===== config.mk =====
export PLATFORM = sky130hd
export DESIGN_NAME = gpio_port
export DESIGN_NICKNAME = d
export VERILOG_FILES = /design/src/rtl/gpio_pkg.sv /design/src/rtl/gpio_sync.sv /design/src/rtl/gpio_evt.sv /design/src/rtl/gpio_regs.sv /design/src/rtl/gpio_port.sv
export SDC_FILE = /design/constraint.sdc
export NUM_CORES = 1
export LEC_CHECK = 0
export BUFFER_PORTS_ARGS = -buffer_cell sky130_fd_sc_hd__clkbuf_2
export CAP_MARGIN = 20
export CORE_MARGIN = 2
export CORE_UTILIZATION = 48
export DETAILED_ROUTE_END_ITERATION = 16
export PLACE_DENSITY = 0.72
export SYNTH_ARGS = -nofsm -noshare
export SYNTH_HDL_FRONTEND = slang
export SYNTH_HIERARCHICAL = 1
export SYNTH_SLANG_ARGS = --single-unit

===== constraint.sdc =====
create_clock -name clk -period 2.95 [get_ports clk]
set_clock_uncertainty 0.05 [all_clocks]
set_input_delay 0.885 -clock clk [delete_from_list [all_inputs] [get_ports clk]]
set_output_delay 0.885 -clock clk [all_outputs]
set_load 0.05 [all_outputs]

===== src/rtl/gpio_pkg.sv =====
package gpio_pkg;
  localparam int NPINS  = 32;
  localparam int ADDR_W = 5;
  localparam logic [ADDR_W-1:0] OFF_DIR  = 5'h00;
  localparam logic [ADDR_W-1:0] OFF_ODM  = 5'h04;
  localparam logic [ADDR_W-1:0] OFF_DAT  = 5'h08;
  localparam logic [ADDR_W-1:0] OFF_EVT  = 5'h0C;
  localparam logic [ADDR_W-1:0] OFF_MSK  = 5'h10;
  localparam logic [ADDR_W-1:0] OFF_SNS  = 5'h14;
endpackage


===== src/rtl/gpio_sync.sv =====
module gpio_sync #(
  parameter int W      = 32,
  parameter int STAGES = 2
) (
  input  logic         clk,
  input  logic         rst_n,
  input  logic [W-1:0] d,
  output logic [W-1:0] q
);
  logic [W-1:0] stg [STAGES];

  for (genvar s = 0; s < STAGES; s++) begin : g_stage
    if (s == 0) begin : g_first
      always_ff @(posedge clk) begin
        if (!rst_n) stg[s] <= '0;
        else        stg[s] <= d;
      end
    end else begin : g_next
      always_ff @(posedge clk) begin
        if (!rst_n) stg[s] <= '0;
        else        stg[s] <= stg[s-1];
      end
    end
  end

  assign q = stg[STAGES-1];
endmodule


===== src/rtl/gpio_evt.sv =====
module gpio_evt #(
  parameter int W = 32
) (
  input  logic         clk,
  input  logic         rst_n,
  input  logic [W-1:0] lvl,
  input  logic [W-1:0] fall_only,
  input  logic         clr_en,
  input  logic [W-1:0] clr_mask,
  output logic [W-1:0] hit,
  output logic [W-1:0] evt_q
);
  logic [W-1:0] prev_q;
  logic [W-1:0] rise, fall, clr;

  assign rise = ~prev_q & lvl;
  assign fall = prev_q & ~lvl;
  assign hit  = fall | (rise & ~fall_only);
  assign clr  = clr_en ? clr_mask : '0;

  always_ff @(posedge clk) begin
    if (!rst_n) begin
      prev_q <= '0;
      evt_q  <= '0;
    end else begin
      prev_q <= lvl;
      evt_q  <= (evt_q & ~clr) | hit;
    end
  end
endmodule


===== src/rtl/gpio_regs.sv =====
module gpio_regs
  import gpio_pkg::*;
#(
  parameter int W = NPINS
) (
  input  logic              clk,
  input  logic              rst_n,
  input  logic              req_valid,
  input  logic              req_write,
  input  logic [ADDR_W-1:0] req_addr,
  input  logic [W-1:0]      req_wdata,
  input  logic [W-1:0]      lvl,
  input  logic [W-1:0]      evt_q,
  output logic [W-1:0]      dir_q,
  output logic [W-1:0]      odm_q,
  output logic [W-1:0]      dat_q,
  output logic [W-1:0]      msk_q,
  output logic [W-1:0]      sns_q,
  output logic              clr_en,
  output logic [W-1:0]      clr_mask,
  output logic [W-1:0]      rd_data,
  output logic              rsp_valid
);
  logic         wr, rd;
  logic [W-1:0] rd_mux;

  assign wr       = req_valid & req_write;
  assign rd       = req_valid & ~req_write;
  assign clr_en   = wr && (req_addr == OFF_EVT);
  assign clr_mask = req_wdata;

  always_ff @(posedge clk) begin
    if (!rst_n) begin
      dir_q <= '0;
      odm_q <= '0;
      dat_q <= '0;
      msk_q <= '0;
      sns_q <= '0;
    end else if (wr) begin
      case (req_addr)
        OFF_DIR: dir_q <= req_wdata;
        OFF_ODM: odm_q <= req_wdata;
        OFF_DAT: dat_q <= req_wdata;
        OFF_MSK: msk_q <= req_wdata;
        OFF_SNS: sns_q <= req_wdata;
        default: ;
      endcase
    end
  end

  always_comb begin
    case (req_addr)
      OFF_DIR: rd_mux = dir_q;
      OFF_ODM: rd_mux = odm_q;
      OFF_DAT: rd_mux = (dir_q & dat_q) | (~dir_q & lvl);
      OFF_EVT: rd_mux = evt_q;
      OFF_MSK: rd_mux = msk_q;
      OFF_SNS: rd_mux = sns_q;
      default: rd_mux = '0;
    endcase
  end

  always_ff @(posedge clk) begin
    if (!rst_n) begin
      rsp_valid <= 1'b0;
      rd_data   <= '0;
    end else begin
      rsp_valid <= rd;
      if (rd) rd_data <= rd_mux;
    end
  end
endmodule


===== src/rtl/gpio_port.sv =====
module gpio_port
  import gpio_pkg::*;
#(
  parameter int SYNC_STAGES = 2
) (
  input  logic              clk,
  input  logic              rst_n,
  input  logic              req_valid,
  input  logic              req_write,
  input  logic [ADDR_W-1:0] req_addr,
  input  logic [NPINS-1:0]  req_wdata,
  output logic [NPINS-1:0]  rd_data,
  output logic              rsp_valid,
  input  logic [NPINS-1:0]  pin_in,
  output logic [NPINS-1:0]  pin_out,
  output logic [NPINS-1:0]  pin_oe,
  output logic              irq
);
  logic [NPINS-1:0] lvl, hit, evt_q;
  logic [NPINS-1:0] dir_q, odm_q, dat_q, msk_q, sns_q, clr_mask;
  logic             clr_en;

  gpio_sync #(.W(NPINS), .STAGES(SYNC_STAGES)) u_sync (
    .clk(clk), .rst_n(rst_n), .d(pin_in), .q(lvl)
  );

  gpio_evt #(.W(NPINS)) u_evt (
    .clk(clk), .rst_n(rst_n), .lvl(lvl), .fall_only(sns_q),
    .clr_en(clr_en), .clr_mask(clr_mask), .hit(hit), .evt_q(evt_q)
  );

  gpio_regs #(.W(NPINS)) u_regs (
    .clk(clk), .rst_n(rst_n),
    .req_valid(req_valid), .req_write(req_write),
    .req_addr(req_addr), .req_wdata(req_wdata),
    .lvl(lvl), .evt_q(evt_q),
    .dir_q(dir_q), .odm_q(odm_q), .dat_q(dat_q), .msk_q(msk_q), .sns_q(sns_q),
    .clr_en(clr_en), .clr_mask(clr_mask),
    .rd_data(rd_data), .rsp_valid(rsp_valid)
  );

  // Open-drain bits never drive high: they pull low only when data is 0.
  assign pin_out = dat_q & ~odm_q;
  assign pin_oe  = dir_q & ~(odm_q & dat_q);
  assign irq     = |(evt_q & msk_q);
endmodule


Word-level counts from Yosys, hierarchy flattened
Memories as Yosys holds them, arrays and structs flattened. Cells that the tools add are included.

Multiplexer cells: 6. Multiply operators: 0. Bitwise logic cells: 25. Equality and inequality tests: 5. Add/sub/neg operators: 0. Shifts and indexed selects: 0. Reductions and logical operators: 8. Div/mod/pow operators: 0. $lt $le $gt $ge: 0.

Operator list (number): 32-bit bitwise AND (10); 32-bit inverter (7); 32-bit case mux with 6 select lines (1); 32-bit 2-to-1 mux (3); 32-bit bitwise OR (3); 32-bit OR reduction (1); 5-bit by 4-bit equality test with 1-bit output (second input constant) (2); 5-bit equality test (second input constant) (2); 2-bit AND reduction (5); 5-bit by 3-bit equality test with 1-bit output (second input constant) (1); 5-bit logical NOT (1); 1-bit bitwise AND (2); 1-bit 2-to-1 mux (2); 1-bit bitwise OR (2); 1-bit logical AND (1); 1-bit inverter (1).

Memory bits (writable): 64. Latch bits: 0. Memories: 1. Flip-flop bits (word level): 257. Logic and storage cells: 54. ROM bits: 0. Output and inout port bits: 98. Bits of input ports: 73.

Memory list: u_sync.stg (words 2, bits a word 32, read ports 2, clocked after Yosys merged registers in 0, write ports 2, RTL line gpio_sync.sv:10) `logic [W-1:0] stg [STAGES];`.

Depth between registers and ports, before layout
Gate-level depths: netlist (run 1).

Depth in word-level cells: 6. Mapped depth: 7. Gate-level depth less buffers: 4.

By module
Netlist (run 1), hierarchy kept.

By module, submodules not included: gpio_regs (sequential area each 3863.7 µm², area each 9137.5 µm², cells each 1083, times used 1); gpio_evt (sequential area each 1281.2 µm², area each 2782.7 µm², cells each 266, times used 1); gpio_sync (sequential area each 1281.2 µm², area each 1791.7 µm², cells each 134, times used 1); gpio_port (sequential area each 0.0 µm², area each 598.1 µm², cells each 85, times used 1).

Least setup slack after synthesis (run 1)
Ideal clock, no wire load.

Kind: input port to flip-flop. Start: in req_addr[1]. End: reg u_evt.evt_q[28]. Slack: 459 ps. Arrival time: 2321 ps. Setup time: 120 ps. Stages: 5. Buffers on the path: 1. Required time: 2780 ps. Path through: or3b_1 -> nor3_1 -> buf_6 -> a21boi_2 -> o31a_1.

Cells in the longest elaborated chain, start to end: 6.

RTL lines: start, declared (RTL line gpio_port.sv:10) `input logic [ADDR_W-1:0] req_addr,`; 5-bit by 4-bit equality test with 1-bit output (RTL line gpio_regs.sv:29) `assign clr_en = wr && (req_addr == OFF_EVT);`; 1-bit logical AND (RTL line gpio_regs.sv:29); named net clr_en (RTL line gpio_port.sv:21) `logic clr_en;`; 32-bit 2-to-1 mux (RTL line gpio_evt.sv:19) `assign clr = clr_en ? clr_mask : '0;`; 32-bit inverter (RTL line gpio_evt.sv:27) `evt_q <= (evt_q & ~clr) | hit;`; 32-bit bitwise AND (RTL line gpio_evt.sv:27); 32-bit bitwise OR (RTL line gpio_evt.sv:27); end signal, assigned (RTL line gpio_evt.sv:27); end, declared (RTL line gpio_evt.sv:11) `output logic [W-1:0] evt_q`.

The timed path passes the listed nets, and every way through them passes these cells. A chain may end at the register's enable or synchronous reset.

Worst setup path in the final report (run 1)
Start: reg u_evt.evt_q[0]. End: out irq.

Cells in the longest elaborated chain, start to end: 2.

RTL lines: 32-bit bitwise AND (RTL line gpio_port.sv:45) `assign irq = |(evt_q & msk_q);`; 32-bit OR reduction (RTL line gpio_port.sv:45); end, declared (RTL line gpio_port.sv:17) `output logic irq`.

Every way passes these cells.

==> results of run 1 <==
## timing repair
item / 4_1_cts / 5_1_grt
setup endpoints to repair: 1 / 1
pin swaps: 2 / 0
hold buffers: 0 / 0
gates resized for setup: 5 / 8
cloned: 0 / 0
## layout make-up
| class | count | area [um^2] | share of cell area |
|---|---|---|---|
| well taps | 384 | 480.5 | 0.02936 |
| clock buffers | 50 | 1032 | 0.06307 |
| multi-input cells | 1077 | 7009 | 0.4283 |
| flip-flops and latches | 321 | 6430 | 0.3929 |
| diodes | 1 | 2.502 | 0.0001529 |
| clock inverters | 8 | 48.80 | 0.002982 |
| repair buffers | 223 | 1363 | 0.08326 |
## power groups by stage
| stage | clock network, uW | logic (uW) | registers (uW) |
|---|---|---|---|
| floorplan | 0 | 406 | 4680 |
| global placement | 0 | 686 | 4640 |
| detailed placement | 0 | 696 | 4640 |
| CTS | 4200 | 702 | 4540 |
| global route | 4400 | 755 | 4560 |
| finish | 4140 | 706 | 4550 |
## metal layers
layer  vias up  wire length, um  GRT usage  part of all wire
li1       5517                -          -                 -
met1      5565            17080     0.3376              0.42
met2       526            18650     0.4227              0.46
met3        98             3426    0.04524             0.084
met4         0             1628     0.1047             0.040
met5         -                0          0                 0
## cell usage in the layout (no fill, tap or decap), types with 39 or more instances in the layout
master    instances
mux2i_1          55
nor3b_1          39
nand2_1         321
a21boi_0         89
dfxtp_1         318
o21ai_0          61
nor2b_1          65
and2_2           64
a21boi_1        115
buf_4            46
clkbuf_2        167
## worst max-delay path by stage
stage / start / endpoint / slack [ns] / depth (start not counted)
2_1_floorplan: req_addr[1] / u_evt/evt_q[28] / 0.46 / 5
3_3_place_gp: req_addr[1] / u_evt/evt_q[20] / 0.27 / 6
3_5_place_dp: req_addr[1] / u_evt/evt_q[20] / 0.24 / 6
4_1_cts: u_evt/evt_q[0] / irq / 0.008 / 4
5_1_grt: u_regs/msk_q[6] / irq / -0.03 / 4
6_report: u_evt/evt_q[0] / irq / 0.01 / 4
## stage by stage
stage                     cell area, um^2  utilization  total power, uW  TNS [ns]  instances
after detailed placement            15220       0.5276             5335         0       2005
after floorplan                     14110            -             5090         0       1536
after global routing                16360       0.5670             9708  -0.02998       2063
final                               16370       0.5671             9392         0       2064
after CTS                           16330       0.5659             9441         0       2063
after global placement              15220       0.5276             5322         0       2005
## state kept, by name, summed over array words and instances (netlist names)
| name | count |
|---|---|
| u_evt/prev_q | 32 |
| u_regs/dir_q | 32 |
| u_regs/rsp_valid | 1 |
| u_regs/msk_q | 32 |
| u_regs/rd_data | 32 |
| u_regs/odm_q | 32 |
| u_evt/evt_q | 32 |
| u_sync/stg | 64 |
| u_regs/sns_q | 32 |
| u_regs/dat_q | 32 |
## critical path, cell delays in order (launching register included)
cell and delay (ns):
dfxtp_1 0.35, a22oi_1 0.25, nand4_1 0.13, or4_4 0.58, clkbuf_16 0.20
==> metrics.txt, run 1 <==
DRC errors left 0; remaining antenna violation count after routing 0; core box area 28860 um^2; combinational share of power 0.075; CTS clk-pin slew, worst paths 0.06 ns; Root Driver clkbuf_16; largest net degree at the start of global routing 85; FF-to-FF Start u_regs/dir_q[0]; hpwl dp 27280 um; Mean Syn Cell Area 9.186 um^2; initial antenna violation count 1; routed len/inst 19.76 um; hold path startpoint u_sync/stg[0][30]; FF-to-FF End u_regs/rd_data[0]; Rows 62; vias per cell 5.672; worst r2r path cells 3; hold path cells 1; layout filler cell count 2561; share of layout cells above drive strength 1 0.2466; Final Setup Violations 0; cells after synthesis 1536; Die Area 30780 um^2; I/O pin count 171; Synth warnings 6; Tot GR Track Use 0.2580; Clock Tree Buf Depth 3; first-pass GRT wire length 62500 um; Worst Path Required 2.02 ns; Max Slew Vio Count 0; Switching Power 2235 uW; Slew HR 0.6563; Worst-Margin Slew 0.5110 ns; Final #Nets 1730; Hold Crit Endpoint u_sync/stg[1][30]; Setup crit start kind flip-flop; pre-CTS worst setup slack 0.2375 ns; I/O Buffers 170; initial core utilization 0.4889; DR vias 11706; mapped cell area 14110 um^2; vias in the first global route 11327; CTS buffer count 34; Die H 175.5 um; final hold violations 0; H-tree Lvls 2; status finished clean; GPL Wtd Cong 0.8654; CTS Sinks 321; Power Internal 7157 uW; peak fanout along the critical path 3; P_leak 0.006346 uW; post-layout min period 2.940 ns; worst setup margin 0.009767 ns; Setup Buffers After CTS 0; Sequential Power Share 0.484; arrival time at the worst endpoint 2.01 ns; switching fraction of total power 0.2379; maximum vdd ir drop 0.0003952 V; Critical Path Sink Type output port; Worst-Skew Late Latency 0.51 ns; P per Cell Area 573.9 nW/um^2; DRT Pass-1 Iters 5; # Max-Cap Violations 0; total congestion overflow 0; Max Clock Freq 340.1 MHz; RSZ-0062 raised after global routing yes; DIE WIDTH 175.5 um; Clock Power Share 0.441; Routed WL 40790 um; Tcrit/Tclk final 0.9967; Layout area overhead 15.99%; CTS tree yes; Initial DRC Count 1025; reg-to-reg slack, setup 1.52 ns; crit path kind flip-flop to output port; Post-Syn Nets 1609; hold_ws 0.3876 ns; Hold Crit Class flip-flop to flip-flop
(Power assumes the default switching activity.)
==> inputs of run 2 (changes only) <==
--- a/config.mk
+++ b/config.mk
@@ -5,6 +5,7 @@
 export SDC_FILE = /design/constraint.sdc
 export NUM_CORES = 1
 export LEC_CHECK = 0
+export ABC_AREA = 1
 export BUFFER_PORTS_ARGS = -buffer_cell sky130_fd_sc_hd__clkbuf_2
 export CAP_MARGIN = 20
 export CORE_MARGIN = 2
==> metrics.txt, run 2 <==
status finished clean (unchanged); Post-Syn Nets 2250 (was 1609); Setup crit start kind flip-flop (unchanged); Diodes inserted 0 (was 1); post-layout min period 2.675 ns (was 2.940 ns); Critical Path Sink Type output port (unchanged); Final #Nets 2327 (was 1730); hpwl dp 26560 um (was 27280 um); Final Setup Violations 0 (unchanged); maximum vdd ir drop 0.0003972 V (was 0.0003952 V); max reg flops 64 (unchanged); Setup Buffers After CTS 0 (unchanged); first-pass GRT wire length 67680 um (was 62500 um); Worst-Margin Slew 0.7151 ns (was 0.5110 ns); initial core utilization 0.4860 (was 0.4889); I/O Buffers 170 (unchanged); largest net degree at the start of global routing 77 (was 85); Mean Syn Cell Area 6.793 um^2 (was 9.186 um^2); Layout area overhead 13.87% (was 15.99%); Synth warnings 6 (unchanged); CTS Sinks 321 (unchanged); I/O pin count 171 (unchanged); Max Slew Vio Count 0 (unchanged); Die H 179.5 um (was 175.5 um); Post-Route Utilization 0.5534 (was 0.5671); final hold violations 0 (unchanged); Critical Path Max Stage Delay 0.33 ns (was 0.58 ns); commonest non-fill, non-tap cells in the layout 470 x nand2_1, 362 x nor2_1, 321 x dfxtp_1 (was 321 x nand2_1, 318 x dfxtp_1, 167 x clkbuf_2); share of layout cells above drive strength 1 0.1212 (was 0.2466); vias per cell 5.250 (was 5.672); P_leak 0.008078 uW (was 0.006346 uW); crit path kind flip-flop to output port (unchanged); most frequent CP cell nand2_1; remaining antenna violation count after routing 0 (unchanged); Tcrit/Tclk final 0.9068 (was 0.9967); cts hold-fix bufs 0 (unchanged); initial antenna violation count 0 (was 1); core box area 30430 um^2 (was 28860 um^2); vias in the first global route 13022 (was 11327); cells after synthesis 2177 (was 1536); post-CTS sizing 0 (was 5); layout filler cell count 3009 (was 2561); Worst Path Required 2.02 ns (about the same); Root Driver clkbuf_16 (unchanged); Max Clock Freq 373.8 MHz (was 340.1 MHz); CP cell instances nand2_1 -> nand2_1 -> nor2_1 -> nand2_1 -> nor2_1 -> nand2_1 -> clkbuf_2 (was a22oi_1 -> nand4_1 -> or4_4 -> clkbuf_16); Initial DRC Count 1348 (was 1025); most common cell after layout, fill and taps aside nand2_1 (unchanged); DIE WIDTH 179.5 um (was 175.5 um); reg-to-reg slack, setup 1.83 ns (was 1.52 ns); CTS tree yes (unchanged); Die Area 32230 um^2 (was 30780 um^2); mapped cell area 14790 um^2 (was 14110 um^2); Post-Layout Inst Area 16840 um^2 (was 16370 um^2); CTS buffer count 35 (was 34); Worst path slowest cell dfxtp_1 (was or4_4); Rows 64 (was 62); Largest Register u_sync/stg (unchanged); P per Cell Area 596.2 nW/um^2 (was 573.9 nW/um^2); H-tree Lvls 2 (unchanged); DRT Pass-1 Iters 6 (was 5); arrival time at the worst endpoint 1.74 ns (was 2.01 ns); peak fanout along the critical path 3 (unchanged); Clock Tree Buf Depth 3 (unchanged); Slew HR 0.5233 (was 0.6563); DR vias 14039 (was 11706); Worst-Skew Late Latency 0.51 ns (about the same); setup tns final 0 ns (unchanged); Hold Crit Class flip-flop to flip-flop (unchanged); CTS clk-pin slew, worst paths 0.06 ns (about the same); Routed WL 41830 um (was 40790 um); routed len/inst 15.64 um (was 19.76 um); DRC errors left 0 (unchanged); GPL Wtd Cong 0.8540 (was 0.8654); Buffers & Inverters on Critical Path 1 (unchanged); placed cell area 15600 um^2 (was 15220 um^2); Top delay family on crit path simple AND/OR/NAND/NOR gates (unchanged); # Max-Cap Violations 0 (unchanged); Tot GR Track Use 0.2529 (was 0.2580); total congestion overflow 0 (unchanged); RSZ-0062 raised after global routing no (was yes)
[run 2: metal layers]
metal	vias to the layer above	share of wire	track usage
met2	525	0.47	0.4247
met4	0	0.024	0.08293
li1	6997	-	-
met1	6441	0.43	0.3339
met3	76	0.070	0.03809
met5	-	0	0
[run 2: power breakdown]
part / switching, uW / internal (uW) / leakage (uW)
Combinational: 565 / 221 / 0.00486
Sequential: 92.7 / 4460 / 0.00261
Clock: 1760 / 2940 / 0.000601
[run 2: tightest hold or removal path, cell delays in order (launching register included)]
cell and delay, ns:
dfxtp_1 0.30, nand2_1 0.04, inv_1 0.04
[run 2: path summary, 6_finish.rpt]
| check | start | end | cells after the start |
|---|---|---|---|
| worst max-delay path | u_evt/evt_q[30] | irq | 7 |
| worst min-delay path | u_sync/stg[0][17] | u_sync/stg[1][17] | 2 |
| worst max register to register | u_regs/dir_q[20] | u_regs/rd_data[20] | 7 |
| worst min register to register | u_sync/stg[0][17] | u_sync/stg[1][17] | 2 |
[run 2: metrics by stage]
stage	total power, uW	setup WS [ns]	cells	hold WS, ns
2_1_floorplan	5192	0.5164	2177	0.3364
3_3_place_gp	5407	0.5474	2613	0.3448
4_1_cts	10110	0.2993	2674	0.3617
5_1_grt	10380	0.2106	2674	0.3829
3_5_place_dp	5423	0.4922	2613	0.3474
6_report	10040	0.2748	2674	0.3585
[run 2: area by class of cell]
cell class	count	area, um^2	share of cell area
Multi-Input combinational cell	1390	6262	0.3719
Tap cell	396	495.5	0.02942
Timing Repair Buffer	206	1292	0.07676
Inverter	300	1126	0.06687
Sequential cell	321	6426	0.3816
Clock inverter	12	215.2	0.01278
Clock buffer	49	1021	0.06063
